==> config.mk <==
export PLATFORM = sky130hd
export DESIGN_NAME = pwm_audio_out
export DESIGN_NICKNAME = d
export VERILOG_FILES = /design/src/rtl/pwm_audio_pkg.sv /design/src/rtl/pwm_sweep_ctr.sv /design/src/rtl/pwm_sample_buf.sv /design/src/rtl/pwm_cmp.sv /design/src/rtl/pwm_audio_out.sv
export SDC_FILE = /design/constraint.sdc
export NUM_CORES = 1
export LEC_CHECK = 0
export CORE_MARGIN = 4
export CORE_UTILIZATION = 30
export DETAILED_ROUTE_END_ITERATION = 16
export GPL_TIMING_DRIVEN = 0
export PLACE_DENSITY_LB_ADDON = 0.08
export SKIP_CTS_REPAIR_TIMING = 1
export SLEW_MARGIN = 15
export SYNTH_ARGS = -nofsm -noshare
export SYNTH_HDL_FRONTEND = slang
export SYNTH_HIERARCHICAL = 1
export SYNTH_SLANG_ARGS = --single-unit
==> constraint.sdc <==
create_clock -name clk_i -period 1.5 [get_ports clk_i]
set_input_delay 0.3 -clock clk_i [delete_from_list [all_inputs] [get_ports clk_i]]
set_output_delay 0.3 -clock clk_i [all_outputs]
set_load 0.05 [all_outputs]
==> src/rtl/pwm_audio_pkg.sv <==
package pwm_audio_pkg;
  localparam int unsigned CODE_W_DEF = 8;
endpackage

==> src/rtl/pwm_sweep_ctr.sv <==
module pwm_sweep_ctr #(
  parameter int unsigned CODE_W = 8
) (
  input  logic              clk_i,
  input  logic              rst_ni,
  input  logic              tick_i,
  output logic [CODE_W-1:0] cnt_o,
  output logic              wrap_o
);
  localparam logic [CODE_W-1:0] CntMax = {CODE_W{1'b1}};

  logic [CODE_W-1:0] cnt_q;

  always_ff @(posedge clk_i or negedge rst_ni) begin
    if (!rst_ni)     cnt_q <= '0;
    else if (tick_i) cnt_q <= cnt_q + CODE_W'(1);
  end

  assign cnt_o  = cnt_q;
  assign wrap_o = tick_i && (cnt_q == CntMax);
endmodule

==> src/rtl/pwm_sample_buf.sv <==
module pwm_sample_buf #(
  parameter int unsigned CODE_W = 8
) (
  input  logic              clk_i,
  input  logic              rst_ni,
  input  logic [CODE_W-1:0] sample_i,
  input  logic              valid_i,
  output logic              ready_o,
  input  logic              wrap_i,
  output logic [CODE_W-1:0] level_o,
  output logic              req_o,
  output logic              underrun_o
);
  logic [CODE_W-1:0] hold_q, level_q;
  logic              full_q, req_q, under_q;
  logic              take;

  assign take = valid_i && !full_q;

  // hold slot: refilled on accept, drained at wrap
  always_ff @(posedge clk_i or negedge rst_ni) begin
    if (!rst_ni) begin
      hold_q <= '0;
      full_q <= 1'b0;
    end else if (take) begin
      hold_q <= sample_i;
      full_q <= 1'b1;
    end else if (wrap_i) begin
      full_q <= 1'b0;
    end
  end

  always_ff @(posedge clk_i or negedge rst_ni) begin
    if (!rst_ni)                level_q <= '0;
    else if (wrap_i && full_q)  level_q <= hold_q;
  end

  always_ff @(posedge clk_i or negedge rst_ni) begin
    if (!rst_ni) begin
      req_q   <= 1'b0;
      under_q <= 1'b0;
    end else begin
      req_q   <= wrap_i;
      under_q <= wrap_i && !full_q;
    end
  end

  assign ready_o    = !full_q;
  assign level_o    = level_q;
  assign req_o      = req_q;
  assign underrun_o = under_q;
endmodule

==> src/rtl/pwm_cmp.sv <==
module pwm_cmp #(
  parameter int unsigned CODE_W = 8
) (
  input  logic [CODE_W-1:0] cnt_i,
  input  logic [CODE_W-1:0] level_i,
  output logic              pwm_o
);
  assign pwm_o = (cnt_i < level_i);
endmodule

==> src/rtl/pwm_audio_out.sv <==
module pwm_audio_out #(
  parameter int unsigned CODE_W = pwm_audio_pkg::CODE_W_DEF
) (
  input  logic              clk_i,
  input  logic              rst_ni,
  input  logic              tick_i,
  input  logic [CODE_W-1:0] sample_i,
  input  logic              sample_valid_i,
  output logic              sample_ready_o,
  output logic              pwm_o,
  output logic              req_o,
  output logic              underrun_o
);
  logic [CODE_W-1:0] cnt_q, level_q;
  logic              wrap;

  pwm_sweep_ctr #(.CODE_W(CODE_W)) u_ctr (
    .clk_i  (clk_i),
    .rst_ni (rst_ni),
    .tick_i (tick_i),
    .cnt_o  (cnt_q),
    .wrap_o (wrap)
  );

  pwm_sample_buf #(.CODE_W(CODE_W)) u_buf (
    .clk_i      (clk_i),
    .rst_ni     (rst_ni),
    .sample_i   (sample_i),
    .valid_i    (sample_valid_i),
    .ready_o    (sample_ready_o),
    .wrap_i     (wrap),
    .level_o    (level_q),
    .req_o      (req_o),
    .underrun_o (underrun_o)
  );

  pwm_cmp #(.CODE_W(CODE_W)) u_cmp (
    .cnt_i   (cnt_q),
    .level_i (level_q),
    .pwm_o   (pwm_o)
  );
endmodule

Word-level counts from Yosys, hierarchy flattened
Cells that the tools add are included.
{"block": "op_classes", "add_sub_neg": 1, "magnitude_cmp": 1, "eq_ne": 1, "mux": 2, "reduce_logical": 6}
{"cell": "adder 8 x 1 -> 8 bit (second input constant)", "count": 1}
{"cell": "equality test 8 bit (second input constant)", "count": 1}
{"cell": "< comparator 8 bit", "count": 1}
{"cell": "logical AND 1 bit", "count": 4}
{"cell": "2-to-1 mux 1 bit", "count": 2}
{"cell": "nonzero test 2 bit", "count": 1}
{"cell": "zero test 1 bit", "count": 1}
{"block": "totals", "regBits": 27, "in_bits": 12}

Depth between registers and ports, before layout
Gate-level depths: netlist of the first run.
{"block": "depth", "ltp_word": 4, "depth_mapped": 5}

Hierarchy
The synthesis of the first run kept the hierarchy.
{"mod": "pwm_sample_buf", "instances": 1, "cells_per_inst": 41, "area_per_inst_um2": 728.2, "seq_area_each_um2": 475.5}
{"mod": "pwm_sweep_ctr", "instances": 1, "cells_per_inst": 30, "area_per_inst_um2": 359.1, "seq_area_each_um2": 200.2}
{"mod": "pwm_cmp", "instances": 1, "cells_per_inst": 25, "area_per_inst_um2": 176.4, "seq_area_each_um2": 0.0}

Worst setup path after synthesis of the first run
OpenSTA, ideal clock, no wires.
{"block": "synth_timing", "kind": "reg2out", "start": "register u_ctr.cnt_q[2], in the netlist u_ctr/cnt_o[2]", "end": "output pwm_o", "arrival_ns": 1.909, "required_time_ns": 1.200, "path_slack_ns": -0.709, "stages_incl_launch_ff": 5, "cell_sequence": "dfrtp_1 > ha_1 > a211oi_2 > o21ai_1 > a41oi_1"}
{"block": "synth_via", "elab_chain_len": 1}
{"element": "start: declaration", "line_no": "pwm_sweep_ctr.sv:12", "text": "logic [CODE_W-1:0] cnt_q;"}
{"element": "start signal: assignment", "line_no": "pwm_sweep_ctr.sv:16", "text": "else if (tick_i) cnt_q <= cnt_q + CODE_W'(1);"}
{"element": "< comparator 8 bit", "line_no": "pwm_cmp.sv:8", "text": "assign pwm_o = (cnt_i < level_i);"}
{"element": "end: declaration", "line_no": "pwm_audio_out.sv:10", "text": "output logic pwm_o,"}
Every way passes these cells.

Final worst setup path of the first run
{"block": "layout_timing", "start": "register u_ctr.cnt_q[3], in the netlist u_ctr/cnt_o[3]", "end": "output pwm_o"}
Same word-level chain as after synthesis.

==> results of run 1 <==
==> through the flow <==
stage                     TNS (ps)  total power, µW
after floorplan               -217             1360
after global placement      -14530             1490
after detailed placement     -6220             1510
after CTS                    -4040             1930
after global routing         -1690             2150
final                         -809             2000
==> kinds of logic (layout without fill, tap and decap cells) <==
family / after synthesis / after routing / share of synthesized area, %
DFF: 27 / 27 / 53.5
muxes: 17 / 17 / 17.5
buffers and inverters: 10 / 31 / 3.56
and+or+nand+nor: 20 / 20 / 8.81
adders and majority gates: 8 / 8 / 7.92
AOI/OAI and AO/OA: 7 / 7 / 3.86
xor gates and xnor gates: 7 / 7 / 4.85
==> final timing paths <==
path / slack (ps) / from / end / cells past startpoint
max in group asynchronous: 1030 / rst_ni / u_ctr/cnt_o[2] / 1
hold / removal: 40 / rst_ni / u_buf/level_o[0] / 1
hold reg to reg: 510 / u_buf/hold_q[7] / u_buf/hold_q[7] / 1
setup / recovery: -410 / u_ctr/cnt_o[3] / pwm_o / 5
min in group clk_i: 420 / tick_i / u_ctr/cnt_o[0] / 2
setup reg to reg: -50 / u_ctr/cnt_o[1] / u_buf/level_o[5] / 5
==> Yosys cell counts <==
| cell | number | area, µm² |
|---|---|---|
| o21ai_0 | 1 | 5.00 |
| o21a_1 | 1 | 7.51 |
| nand2_1 | 5 | 18.8 |
| inv_1 | 9 | 33.8 |
| dfrtp_1 | 27 | 676 |
| nand4_1 | 1 | 6.26 |
| nor2_2 | 1 | 6.26 |
| and2b_1 | 1 | 7.51 |
| xor2_1 | 3 | 26.3 |
| nor2_1 | 3 | 11.3 |
| nor3_1 | 1 | 5.00 |
| nor2b_1 | 2 | 12.5 |
| mux2_2 | 9 | 101 |
| nand2_2 | 1 | 6.26 |
| mux2_4 | 8 | 120 |
| o21ai_1 | 1 | 5.00 |
| ha_1 | 8 | 100 |
| nand3_1 | 3 | 15.0 |
| a21oi_1 | 2 | 10.0 |
| a211oi_2 | 1 | 12.5 |
| a41oi_1 | 1 | 8.76 |
| xnor2_1 | 4 | 35.0 |
| nand4_2 | 1 | 12.5 |
| buf_6 | 1 | 11.3 |
| nor3_2 | 1 | 10.0 |
==> per-layer routing <==
layer	GRT usage [%]	wire length, µm	vias up
met4	4.30	19	0
met3	2.20	83	2
met2	13.0	937	11
met5	0	0	-
li1	-	-	366
met1	12.7	1070	358
==> power by group <==
group | internal, µW | leakage, µW | switching, µW | total, µW
Combinational | 326 | 0.000383 | 251 | 577
Sequential | 854 | 0.000339 | 166 | 1020
Clock | 190 | 0.0000228 | 211 | 401
Total | 1370 | 0.000745 | 628 | 2000
==> cell usage in the layout (no fill, tap or decap) <==
cell | Yosys | final
dfrtp_2 | 0 | 3
and2b_1 | 1 | 1
a41oi_4 | 0 | 1
nor2_2 | 1 | 1
clkbuf_1 | 0 | 1
inv_2 | 0 | 1
inv_1 | 9 | 8
nand4_1 | 1 | 1
xor2_1 | 3 | 3
nor3_2 | 1 | 1
nor3_4 | 0 | 1
ha_4 | 0 | 2
nor2_1 | 3 | 3
nor2b_1 | 2 | 2
clkdlybuf4s50_1 | 0 | 9
mux2_2 | 9 | 9
clkbuf_2 | 0 | 1
o21ai_2 | 0 | 2
mux2_4 | 8 | 8
dfrtp_1 | 27 | 24
buf_6 | 1 | 2
buf_4 | 0 | 2
buf_2 | 0 | 1
clkbuf_8 | 0 | 3
xnor2_1 | 4 | 4
a211oi_2 | 1 | 1
o21a_1 | 1 | 1
nand2_1 | 5 | 5
a21oi_2 | 0 | 2
dlymetal6s2s_1 | 0 | 3
ha_1 | 8 | 6
nand2_4 | 0 | 1
nand4_4 | 0 | 1
nand3_1 | 3 | 3
==> layout make-up <==
cell class                      instances  area, µm²
Timing Repair Buffer                   17        164
Multi-Input combinational cell         59        627
Buffer                                  1       11.3
Clock buffer                            4       45.0
Inverter                                9       33.8
Fill cell                             393       2410
Sequential cell                        27        679
Tap cell                               50       62.6
==> sequential cells by signal, indices dropped and copies added (netlist names) <==
name and count:
u_buf/hold_q 8, u_buf/level_o 8, u_ctr/cnt_o 8, u_buf/full_q 1, u_buf/req_o 1, u_buf/underrun_o 1
==> impl_metrics.tcl, run 1 <==
set metrics [dict create \
    drive_gt1_share_pct 36.8 \
    critPathSlowestCell "dfrtp_2" \
    die_h_um 72.9 \
    syn2layout_area_growth_pct 28.4 \
    overflow 0 \
    synth.distinct_cells 25 \
    grt_pass1_vias 761 \
    endpoint_kind "primary output" \
    fin_area_um2 1620 \
    drtIter0Drc 54 \
    viasPerCell 4.41 \
    startpoint_type "register" \
    grt_pass1_wl_um 3640 \
    die_x_um 72.9 \
    ys_ff_latch 27 \
    dp_cells 161 \
    crit_arrival_ps 1610 \
    cts_tree "built" \
    fin_crit_ps 1910 \
    dr.pass1.iters 3 \
    synth-seq-area-share_pct 53.5 \
    crit_path_max_fanout 5 \
    ios 16 \
    num_rows 23 \
    num_vias 737 \
    grt_setup_unrepaired "yes" \
    core_um2 4030 \
    utilization_pct 40.3 \
    finalMaxSlewViolations 0 \
    crit_buf_inv 1 \
    ir_worst_vdd_mv 0.487 \
    synth_nets 116 \
    clk_latency_ps 270 \
    netlist_area_um2 1260 \
    fin_skew_ps 6.02 \
    numCtsBuffers 3 \
    max_cap_violations 0 \
    period_share_pct 127 \
    violations "negative setup slack" \
    post_drt_wl_per_cell_um 12.6 \
    finalSetupViolations 9 \
    synthCells 96 \
    cp_common_cell "nor2_1" \
    cts_buffer_depth 2 \
    port-buffer-count 15 \
    critPathKind "register to primary output" \
    maxSlewHeadroom_pct 59.1 \
    final_cells 167 \
    required_ps 1200 \
    max_stage_delay_ps 470 \
    start_util_pct 31.4 \
    htree_levels 1 \
    gp_congestion 0.754 \
    n_antenna_cell 0 \
    power.leakage_uw 0.000745 \
    dieArea_um2 5310 \
    fmax_mhz 524 \
    path_delay_family "flip-flops" \
    antenna_left 0 \
    final.setup.worst_slack_ps -409 \
    wl_um 2110 \
    ys_warn_count 6 \
    grt_start_max_net_pins 28 \
    finalNetCount 138 \
    path_clk_slew_ps 90 \
    avgSynthCellArea_um2 13.2 \
    hold_viol 0 \
    outcome "finished, violations left" \
    worstMarginPinSlew_ps 614 \
    antenna_found_initial 0 \
    cts-root-buf "clkbuf_8" \
    placed_area_um2 1520 \
    track_usage_pct 9.06 \
    p_per_area_nw_per_um2 1230 \
    cts.sinks 27 \
    preCtsSetupSlack_ps -764 \
    cp_cell_sequence "ha_1, nor2_1, nor2_1, a41oi_4, buf_6" \
    drc 0 \
    hpwlAfterDp_um 1510 \
    hold_class "primary input to async pin" \
    hold_slack_ps 36.0 \
]
Power figures use the tool's default switching activity.
==> run 2, diff against run 1 <==
--- a/config.mk
+++ b/config.mk
@@ -13,2 +13,3 @@
 export SKIP_CTS_REPAIR_TIMING = 1
+export SKIP_LAST_GASP = 1
 export SLEW_MARGIN = 15
==> constraint.sdc (replaced) <==
create_clock -name clk_i -period 1.5 [get_ports clk_i]
set_input_delay 0.15 -clock clk_i [delete_from_list [all_inputs] [get_ports clk_i]]
set_output_delay 0.15 -clock clk_i [all_outputs]
set_load 0.05 [all_outputs]
==> impl_metrics.tcl, run 2 (synthesis results as in run 1) <==
set metrics [dict create \
    outcome "finished, violations left" \
    violations "negative setup slack" \
    grt_pass1_wl_um 3880 \
    worstMarginPinSlew_ps 616 \
    antenna_left 0 \
    endpoint_kind "primary output" \
    clk_latency_ps 270 \
    start_util_pct 31.4 \
    n_antenna_cell 0 \
    fmax_mhz 553 \
    finalSetupViolations 9 \
    final.setup.worst_slack_ps -309 \
    crit_arrival_ps 1660 \
    num_rows 23 \
    fin_skew_ps 2.76 \
    fin_tns_setup_ps -882 \
    die_x_um 72.9 \
    drtIter0Drc 42 \
    post_drt_wl_per_cell_um 13.9 \
    dieArea_um2 5310 \
    syn2layout_area_growth_pct 36.9 \
    layout_common_cells "21 x dfrtp_1, 10 x clkdlybuf4s50_1, 9 x mux2_4" \
    cts_tree "built" \
    power.leakage_uw 0.000804 \
    finalMaxSlewViolations 0 \
    cts_buffer_depth 2 \
    hold_class "primary input to async pin" \
    ir_worst_vdd_mv 0.341 \
    layout_commonest_cell "dfrtp_1" \
    htree_levels 1 \
    antenna_found_initial 0 \
    hold_slack_ps 426 \
    fin_crit_ps 1810 \
    overflow 0 \
    grt_pass1_vias 813 \
    viasPerCell 4.55 \
    max_cap_violations 0 \
    grt_start_max_net_pins 28 \
    ios 16 \
    period_share_pct 121 \
    die_h_um 72.9 \
    core_um2 4030 \
    required_ps 1350 \
    numCtsBuffers 3 \
    gp_congestion 0.817 \
    num_vias 806 \
    wl_um 2470 \
    cts.sinks 27 \
    port-buffer-count 15 \
    track_usage_pct 9.52 \
    path_clk_slew_ps 90 \
    dr.pass1.iters 2 \
    drc 0 \
    grt_setup_unrepaired "yes" \
    hpwlAfterDp_um 1620 \
    crit_path_max_fanout 2 \
    total_power_uw 2160 \
    cts-root-buf "clkbuf_8" \
    hold_viol 0 \
    critPathKind "register to primary output" \
    startpoint_type "register" \
    maxSlewHeadroom_pct 58.9 \
    drive_gt1_share_pct 43.3 \
    finalNetCount 148 \
    p_per_area_nw_per_um2 1250 \
]
run 2: path summary, 6_finish.rpt:
check,from,end,slack [ps],depth (start not counted)
max,u_ctr/cnt_o[7],pwm_o,-310,5
min,rst_ni,u_ctr/cnt_o[2],430,2
max reg2reg,u_ctr/cnt_o[1],u_buf/level_o[3],-90,7
min reg2reg,u_buf/hold_q[5],u_buf/hold_q[5],510,1
max in group asynchronous,rst_ni,u_ctr/cnt_o[1],640,2
min in group clk_i,sample_i[3],u_buf/hold_q[3],480,2
run 2: through the flow:
step	worst slack [ps]	util, %	area (µm²)	std cells
floorplan	-20.1	-	1310	96
global placement	-711	37.9	1530	161
detailed placement	-741	37.7	1520	161
CTS	-1060	38.9	1570	165
global route	-362	43.0	1730	177
finish	-309	43.0	1730	177
run 2: metal layers:
| layer | track usage [%] | share of wire (%) |
|---|---|---|
| met5 | 0 | 0 |
| met4 | 3.07 | 0.77 |
| met3 | 2.20 | 2.8 |
| met2 | 15.7 | 50 |
| met1 | 12.3 | 46 |
run 2: critical path, cell delays in order, from the launching register on:
cell	delay, ps
dfrtp_1	410
ha_1	320
a21oi_1	200
o21ai_2	100
a41oi_4	190
buf_6	180
run 2: where the power goes:
group	switching, µW	internal [µW]	total [µW]
combinational	289	423	713
sequential	175	863	1040
clock	225	186	411
total	690	1470	2160
run 2: final cells by class:
cell class | instances | area, µm²
inverter | 9 | 33.8
buffer | 1 | 11.3
fill | 380 | 2300
multi-input combinational | 60 | 647
sequential | 27 | 683
tap | 50 | 62.6
timing repair buffer | 26 | 246
clock inverter | 1 | 5.00
clock buffer | 3 | 41.3
